--- config.mk ---
export PLATFORM = sky130hd
export DESIGN_NAME = ripple_alu
export DESIGN_NICKNAME = d
export VERILOG_FILES = /design/src/rtl/ripple_alu.sv
export SDC_FILE = /design/constraint.sdc
export NUM_CORES = 1
export LEC_CHECK = 0
export BUFFER_PORTS_ARGS = -buffer_cell sky130_fd_sc_hd__buf_2
export CELL_PAD_IN_SITES_DETAIL_PLACEMENT = 1
export CELL_PAD_IN_SITES_GLOBAL_PLACEMENT = 2
export CORE_MARGIN = 2
export CORE_UTILIZATION = 33
export DETAILED_ROUTE_END_ITERATION = 12
export GPL_TIMING_DRIVEN = 1
export PLACE_DENSITY_LB_ADDON = 0.1
export SYNTH_ARGS = -nofsm -noshare
export SYNTH_HDL_FRONTEND = slang
export SYNTH_SLANG_ARGS = --single-unit
--- constraint.sdc ---
create_clock -name vclk -period 37.1
set_input_delay 1.855 -clock vclk [all_inputs]
set_output_delay 1.855 -clock vclk [all_outputs]
set_load 0.1 [all_outputs]
--- src/rtl/ripple_alu.sv ---
module ripple_alu #(
  parameter int WIDTH = 32
) (
  input  logic [WIDTH-1:0] a,
  input  logic [WIDTH-1:0] b,
  input  logic             b_invert,
  input  logic             carry_in,
  input  logic [2:0]       op_sel,
  output logic [WIDTH-1:0] result,
  output logic             carry_out,
  output logic             zero,
  output logic             overflow
);
  localparam int MSB = WIDTH - 1;

  logic set_bit;

  for (genvar i = 0; i < WIDTH; i++) begin : g_bit
    logic ci, co, bb, sum, lt, r;
    if (i == 0) begin : g_lsb
      assign ci = carry_in;
      assign lt = set_bit;
    end else begin : g_up
      assign ci = g_bit[i-1].co;
      assign lt = 1'b0;
    end
    assign bb  = b_invert ? ~b[i] : b[i];
    assign sum = a[i] ^ bb ^ ci;
    assign co  = (a[i] & bb) | (a[i] & ci) | (bb & ci);
    assign r   = (op_sel == 3'd0) ? (a[i] & b[i]) :
                 (op_sel == 3'd1) ? (a[i] | b[i]) :
                 (op_sel == 3'd2) ? sum :
                 (op_sel == 3'd3) ? (a[i] ^ b[i]) :
                 (op_sel == 3'd4) ? lt : 1'b0;
    assign result[i] = r;
  end

  assign carry_out = g_bit[MSB].co;
  assign overflow  = g_bit[MSB].ci ^ g_bit[MSB].co;
  assign set_bit   = g_bit[MSB].sum ^ overflow;
  assign zero      = ~|result;
endmodule

==> impl_metrics.yaml, run 1 <==
sta:
  finalSetupViolCount: 0
  fin_crit_sh: 0.534
  rsz0062_at_grt: "no"
  final.setup.tns_ns: 0
  worst_pin_slew_ns: 0.856
  slew_headroom: 0.427
  period_minus_slack_ns: 19.81
  slew_viol_final: 0
  max_freq_mhz: 50.5
  hold_viol: 0
grt:
  antenna_found_initial: 0
  grt_pass1_vias: 3202
  grtUsageTotal: 0.172
  grt_pass1_wl_mm: 16.2
  grt_overflow: 0
  grt_start_max_net_pins: 79
cts:
  post-cts-setup-buffers: 0
  hold_buffers: 0
  cts_resized: 0
power_and_ir_drop:
  p_per_area_mw_per_mm2: 21.8
  ir_drop_v: 0.00000937
  power_mw: 0.0865
  p_leak_nw: 2.16
drt:
  via_per_inst: 4.72
  vias: 3097
  drt_first_pass_iters: 4
  ant_nets: 0
  drc: 0
  drtIter0Drc: 78
  avgRoutedWirePerCell_um: 15.1
  routed_wirelength_mm: 9.89
min_path:
  worst_hold_path.endpoint: "result[21]"
  whs_path_depth: 5
  min_path_type: "input port to output pin"
  holdCritStartpoint: "a[21]"
run:
  cap_viol_max_count: 0
yosys:
  ys_seq_area_frac: 0
  avgSynthCellArea_um2: 7.76
  synth_nets: 630
  netlist_area_mm2: 0.00360
  netlist_instances: 464
  synth_cell_types: 39
  synth_warnings: 0
final_layout:
  regArea_um2: 0
  design.seq.count: 0
  n_fill_cell: 1401
  multi_input_area_mm2: 0.00291
  nNetsFinal: 684
  clockBufferCount: 0
  layout_commonest_cell: "buf_2"
  num_antenna_cells: 0
  drive_above_1_share: 0.229
  final_cell_mix: "buf_2, inv_1, ha_1"
  syn_to_final_growth_pct: 10.2
critical_path:
  required_ns: 35.24
  cp_data_arrival_time_ns: 17.96
  cp-start-kind: "input port"
  critPathSlowestCell: "fa_1"
  critical_path_class: "input port to output pin"
  max_stage_delay_ns: 0.49
  crit_path_max_fanout: 32
  crit_path_frequent_cell: "fa_1"
  cp-end-kind: "output pin"
floorplanning:
  num_rows: 38
  fp.dieArea_mm2: 0.0118
  coreArea_mm2: 0.0107
  fp.dieH_um: 108
  start_util: 0.335
  ios: 104
  die_w_um: 108
place:
  place.gp.congestion: 0.807
  port_buffers: 104
  hpwl_mm: 8.17
outcome:
  status: "complete, no violations"
==> worst max-delay path, delay by kind of cell <==
kind / cells / cell delay [ns]
buf+inv: 6 / 1.24
compound gates: 2 / 0.36
fa+ha+maj: 32 / 13.67
simple gates: 2 / 0.36
xor+xnor: 1 / 0.17
mux: 1 / 0.27
==> final cells by class <==
type                            count  share of cell area
Tap cell                          140              0.0442
Timing Repair Buffer              108               0.139
Multi-Input combinational cell    319               0.733
Inverter                           89              0.0843
==> power breakdown <==
part	leakage, nW	switching (mW)	internal [mW]
logic	2.16	0.0610	0.0255
clock network	0	0	0
registers	0	0	0
==> Yosys cell counts, types with 2 or more instances <==
master	number	area, um^2
inv_1	89	334
ha_1	64	801
buf_4	35	263
fa_1	33	661
xnor2_1	31	272
a21oi_1	28	140
nor2_1	27	101
nand2_1	20	75.1
nand2b_1	20	125
o21ai_0	18	90.1
a21o_1	17	128
a211oi_1	12	90.1
buf_2	8	40.0
clkbuf_1	7	26.3
nor4_1	7	43.8
and2_1	6	37.5
a32oi_1	5	43.8
buf_1	5	18.8
mux4_2	4	90.1
o21ai_1	4	20.0
a41oi_1	2	17.5
nand4_1	2	12.5
nor2b_1	2	12.5
nor3_2	2	20.0
xor2_1	2	17.5
==> cells by family after synthesis <==
kind of cell	after synthesis	synth area share
multiplexers	5	0.0282
AO/OA/AOI/OAI	92	0.163
adder cells (fa/ha/maj)	97	0.406
XOR/XNOR	33	0.0803
AND/OR/NAND/NOR	92	0.130
buffers and inverters	145	0.193
==> worst max path at each step <==
| stage | to | start |
|---|---|---|
| after floorplan | zero | b_invert |
| after detailed placement | zero | b_invert |
| final | zero | b_invert |
| after global placement | zero | b_invert |
| after global routing | zero | b_invert |
| after CTS | zero | b_invert |
==> stage by stage <==
stage	hold slack, ns	instances	instance area [um^2]	utilization	setup WS (ns)
floorplan	4.08	464	3600	-	17.33
global placement	4.44	656	3970	0.369	17.35
detailed placement	4.45	656	3970	0.369	17.16
CTS	4.45	656	3970	0.369	17.10
global route	4.47	656	3970	0.369	16.50
finish	4.44	656	3970	0.369	17.29
==> metal layers <==
metal	GRT usage	share of wire	routed length, um	up-vias
li1	-	-	-	1558
met1	0.240	0.47	4680	1474
met2	0.301	0.48	4790	59
met3	0.00904	0.031	309	6
met4	0.0201	0.012	123	0
met5	0	0	0	-
No activity file was read; power rests on OpenSTA's default activity.
==> run 2: changes to the inputs <==
CORE_UTILIZATION = 28   (was 33)
clock period = 17.31 ns   (was 37.1 ns; I/O delays follow)
==> impl_metrics.yaml, run 2 (synthesis gave the netlist of run 1 again) <==
floorplanning:
  ios: 104
  fp.dieH_um: 117
  coreArea_mm2: 0.0126
  start_util: 0.286
  die_w_um: 117
  num_rows: 41
  fp.dieArea_mm2: 0.0138
grt:
  grt_start_max_net_pins: 79
  grt_overflow: 0
  antenna_found_initial: 0
  grtUsageTotal: 0.163
  grt_pass1_wl_mm: 18.3
  grt_pass1_vias: 3487
critical_path:
  required_ns: 16.44
  path_buf_inv: 5
  crit_family: "adder cells"
  cp_data_arrival_time_ns: 15.72
  critPathSlowestCell: "fa_1"
  cp-start-kind: "input port"
  crit_path_frequent_cell: "fa_1"
  crit_path_max_fanout: 2
  cp-end-kind: "output pin"
  critical_path_class: "input port to output pin"
  max_stage_delay_ns: 0.45
final_layout:
  stdcell_area_mm2: 0.00409
  final_cell_mix: "buf_2, inv_1, ha_1"
  nNetsFinal: 687
  num_antenna_cells: 0
  layout_commonest_cell: "buf_2"
  clockBufferCount: 0
  syn_to_final_growth_pct: 13.6
  drive_above_1_share: 0.252
  design.seq.count: 0
  n_fill_cell: 1574
  regArea_um2: 0
sta:
  final.setup.tns_ns: 0
  period_minus_slack_ns: 16.59
  rsz0062_at_grt: "no"
  finalSetupViolCount: 0
  fin_crit_sh: 0.958
  slew_viol_final: 0
  worst_pin_slew_ns: 0.986
  slew_headroom: 0.340
  hold_viol: 0
  max_freq_mhz: 60.3
place:
  port_buffers: 104
  hpwl_mm: 9.21
  place.gp.congestion: 0.788
  dpl_cell_area_mm2: 0.00406
drt:
  routed_wirelength_mm: 11.1
  drt_first_pass_iters: 4
  drc: 0
  avgRoutedWirePerCell_um: 16.0
  drtIter0Drc: 91
  vias: 3154
  ant_nets: 0
  via_per_inst: 4.56
cts:
  hold_buffers: 0
  post-cts-setup-buffers: 0
power_and_ir_drop:
  p_leak_nw: 2.18
  p_per_area_mw_per_mm2: 47.2
  ir_drop_v: 0.0000551
outcome:
  status: "complete, no violations"
run:
  cap_viol_max_count: 0
min_path:
  min_path_type: "input port to output pin"
## run 2: cell count changes in the layout (fill, tap and decap cells not counted)
cell    change
fa_2       +10
buf_12      +2
buf_4       +3
nor3_2      -1
nor3_4      +1
buf_2       -2
fa_1       -10
## run 2: metal layers
layer  share of wire  GRT usage
met1            0.47      0.218
met2            0.50      0.300
met3           0.034     0.0141
met4          0.0043    0.00602
met5               0          0
## run 2: final timing paths
check                    start        end  slack (ns)  cells after the start
worst max-delay path  b_invert       zero        0.72                     43
worst min-delay path      a[0]  result[0]        2.47                      5
## run 2: cell type report
type,instances,area [um^2],share of cell area
multi-input cells,319,2940,0.718
repair buffers,111,603,0.147
well taps,172,215,0.0526
inverters,89,334,0.0817
## run 2: through the flow
| step | power, mW | util | hold slack [ns] | std cells | worst slack (ns) |
|---|---|---|---|---|---|
| floorplan | 0.155 | - | 2.10 | 464 | 0.199 |
| global placement | 0.192 | 0.323 | 2.46 | 691 | 0.266 |
| detailed placement | 0.195 | 0.323 | 2.47 | 691 | 0.0595 |
| CTS | 0.196 | 0.324 | 2.47 | 691 | 0.0540 |
| global route | 0.214 | 0.325 | 2.50 | 691 | 0.0551 |
| finish | 0.193 | 0.325 | 2.47 | 691 | 0.721 |
## run 2: report_power, final
part	total [mW]	switching, mW	internal (mW)
clock network	0	0	0
registers	0	0	0
logic	0.193	0.134	0.0592
total	0.193	0.134	0.0592
## run 2: repair_timing
action,in CTS,in global routing
gates resized for setup,1,9
endpoints found under the setup margin,1,2
pin swaps,0,1
==> run 3: changes to the inputs <==
==> constraint.sdc (replaced) <==
create_clock -name vclk -period 17.31
set_input_delay 0.8655 -clock vclk [all_inputs]
set_output_delay 0.8655 -clock vclk [all_outputs]
set_load 0.01 [all_outputs]
==> impl_metrics.yaml, run 3 (synthesis gave the netlist of run 1 again) <==
place:
  place_ws_ns: 0.127
  port_buffers: 104
  hpwl_mm: 8.76
  place.gp.congestion: 0.851
critical_path:
  cp-end-kind: "output pin"
  crit_path_max_fanout: 3
  critPathSlowestCell: "fa_1"
  critical_path_class: "input port to output pin"
  cp-start-kind: "input port"
  max_stage_delay_ns: 0.45
  required_ns: 16.44
  cp_data_arrival_time_ns: 15.70
  crit_path_frequent_cell: "fa_1"
min_path:
  worst_hold_path.endpoint: "result[11]"
  holdCritStartpoint: "a[11]"
  min_path_type: "input port to output pin"
  whs_path_depth: 4
drt:
  drc: 0
  avgRoutedWirePerCell_um: 15.5
  ant_nets: 0
  routed_wirelength_mm: 10.7
  drtIter0Drc: 144
  via_per_inst: 4.50
  drt_first_pass_iters: 4
  vias: 3102
power_and_ir_drop:
  ir_drop_v: 0.0000122
  p_leak_nw: 2.17
  p_per_area_mw_per_mm2: 31.8
final_layout:
  design.seq.count: 0
  layout_commonest_cell: "buf_2"
  nNetsFinal: 686
  final_cell_mix: "buf_2, inv_1, ha_1"
  regArea_um2: 0
  clockBufferCount: 0
  num_antenna_cells: 0
  drive_above_1_share: 0.245
  syn_to_final_growth_pct: 12.3
  n_fill_cell: 1546
cts:
  post-cts-setup-buffers: 0
  cts_resized: 0
  hold_buffers: 0
outcome:
  status: "complete, no violations"
sta:
  period_minus_slack_ns: 16.57
  slew_headroom: 0.418
  slew_viol_final: 0
  hold_viol: 0
  finalSetupViolCount: 0
  fin_crit_sh: 0.957
  worst_pin_slew_ns: 0.868
  fin_ws_ns: 0.740
  max_freq_mhz: 60.3
  final.setup.tns_ns: 0
  rsz0062_at_grt: "no"
floorplanning:
  num_rows: 41
  fp.dieArea_mm2: 0.0138
  ios: 104
  coreArea_mm2: 0.0126
  start_util: 0.286
  die_w_um: 117
  fp.dieH_um: 117
grt:
  grt_overflow: 0
  grt_pass1_vias: 3338
  antenna_found_initial: 0
  grt_start_max_net_pins: 79
  grtUsageTotal: 0.156
  grt_pass1_wl_mm: 17.6
run:
  cap_viol_max_count: 0
==> run 3: final cells by class <==
class	instances	area, um^2	area share
multi-input cells	319	2930	0.724
inverters	89	334	0.0827
repair buffers	110	566	0.140
well taps	172	215	0.0533
==> run 3: worst max-delay path by stage <==
stage | from | endpoint | slack [ns] | depth (start not counted)
floorplan | b_invert | zero | 0.52 | 43
global placement | b_invert | zero | 0.25 | 43
detailed placement | b_invert | zero | 0.13 | 43
CTS | b_invert | zero | 0.07 | 43
global route | b_invert | zero | 0.05 | 43
finish | b_invert | zero | 0.74 | 43
==> run 3: critical path: cells and delay by family <==
kind / cells / cell delay [ns]
and+or+nand+nor: 2 / 0.29
xor gates and xnor gates: 1 / 0.14
AOI/OAI and AO/OA: 2 / 0.31
muxes: 1 / 0.27
adders and majority gates: 32 / 13.28
buffers and inverters: 5 / 0.55
==> run 3: through the flow <==
| stage | instance area (um^2) | util | power (mW) | std cells | hold slack, ns |
|---|---|---|---|---|---|
| after detailed placement | 4020 | 0.320 | 0.129 | 690 | 2.21 |
| final | 4040 | 0.321 | 0.128 | 690 | 2.20 |
| after global routing | 4040 | 0.321 | 0.148 | 690 | 2.23 |
| after CTS | 4020 | 0.320 | 0.130 | 690 | 2.21 |
| after global placement | 4020 | 0.320 | 0.128 | 690 | 2.20 |
| after floorplan | 3600 | - | 0.0935 | 464 | 2.01 |
==> run 3: per-layer routing <==
metal,vias to the layer above,track usage,wire length [um]
met1,1485,0.218,5240
met3,2,0.00875,286
met2,57,0.279,5130
met5,-,0,0
met4,0,0.00753,61
li1,1558,-,-
==> run 3: power breakdown <==
part,leakage [nW],switching (mW),internal [mW]
Clock,0,0,0
Combinational,2.17,0.0721,0.0562
Sequential,0,0,0
Total,2.17,0.0721,0.0562
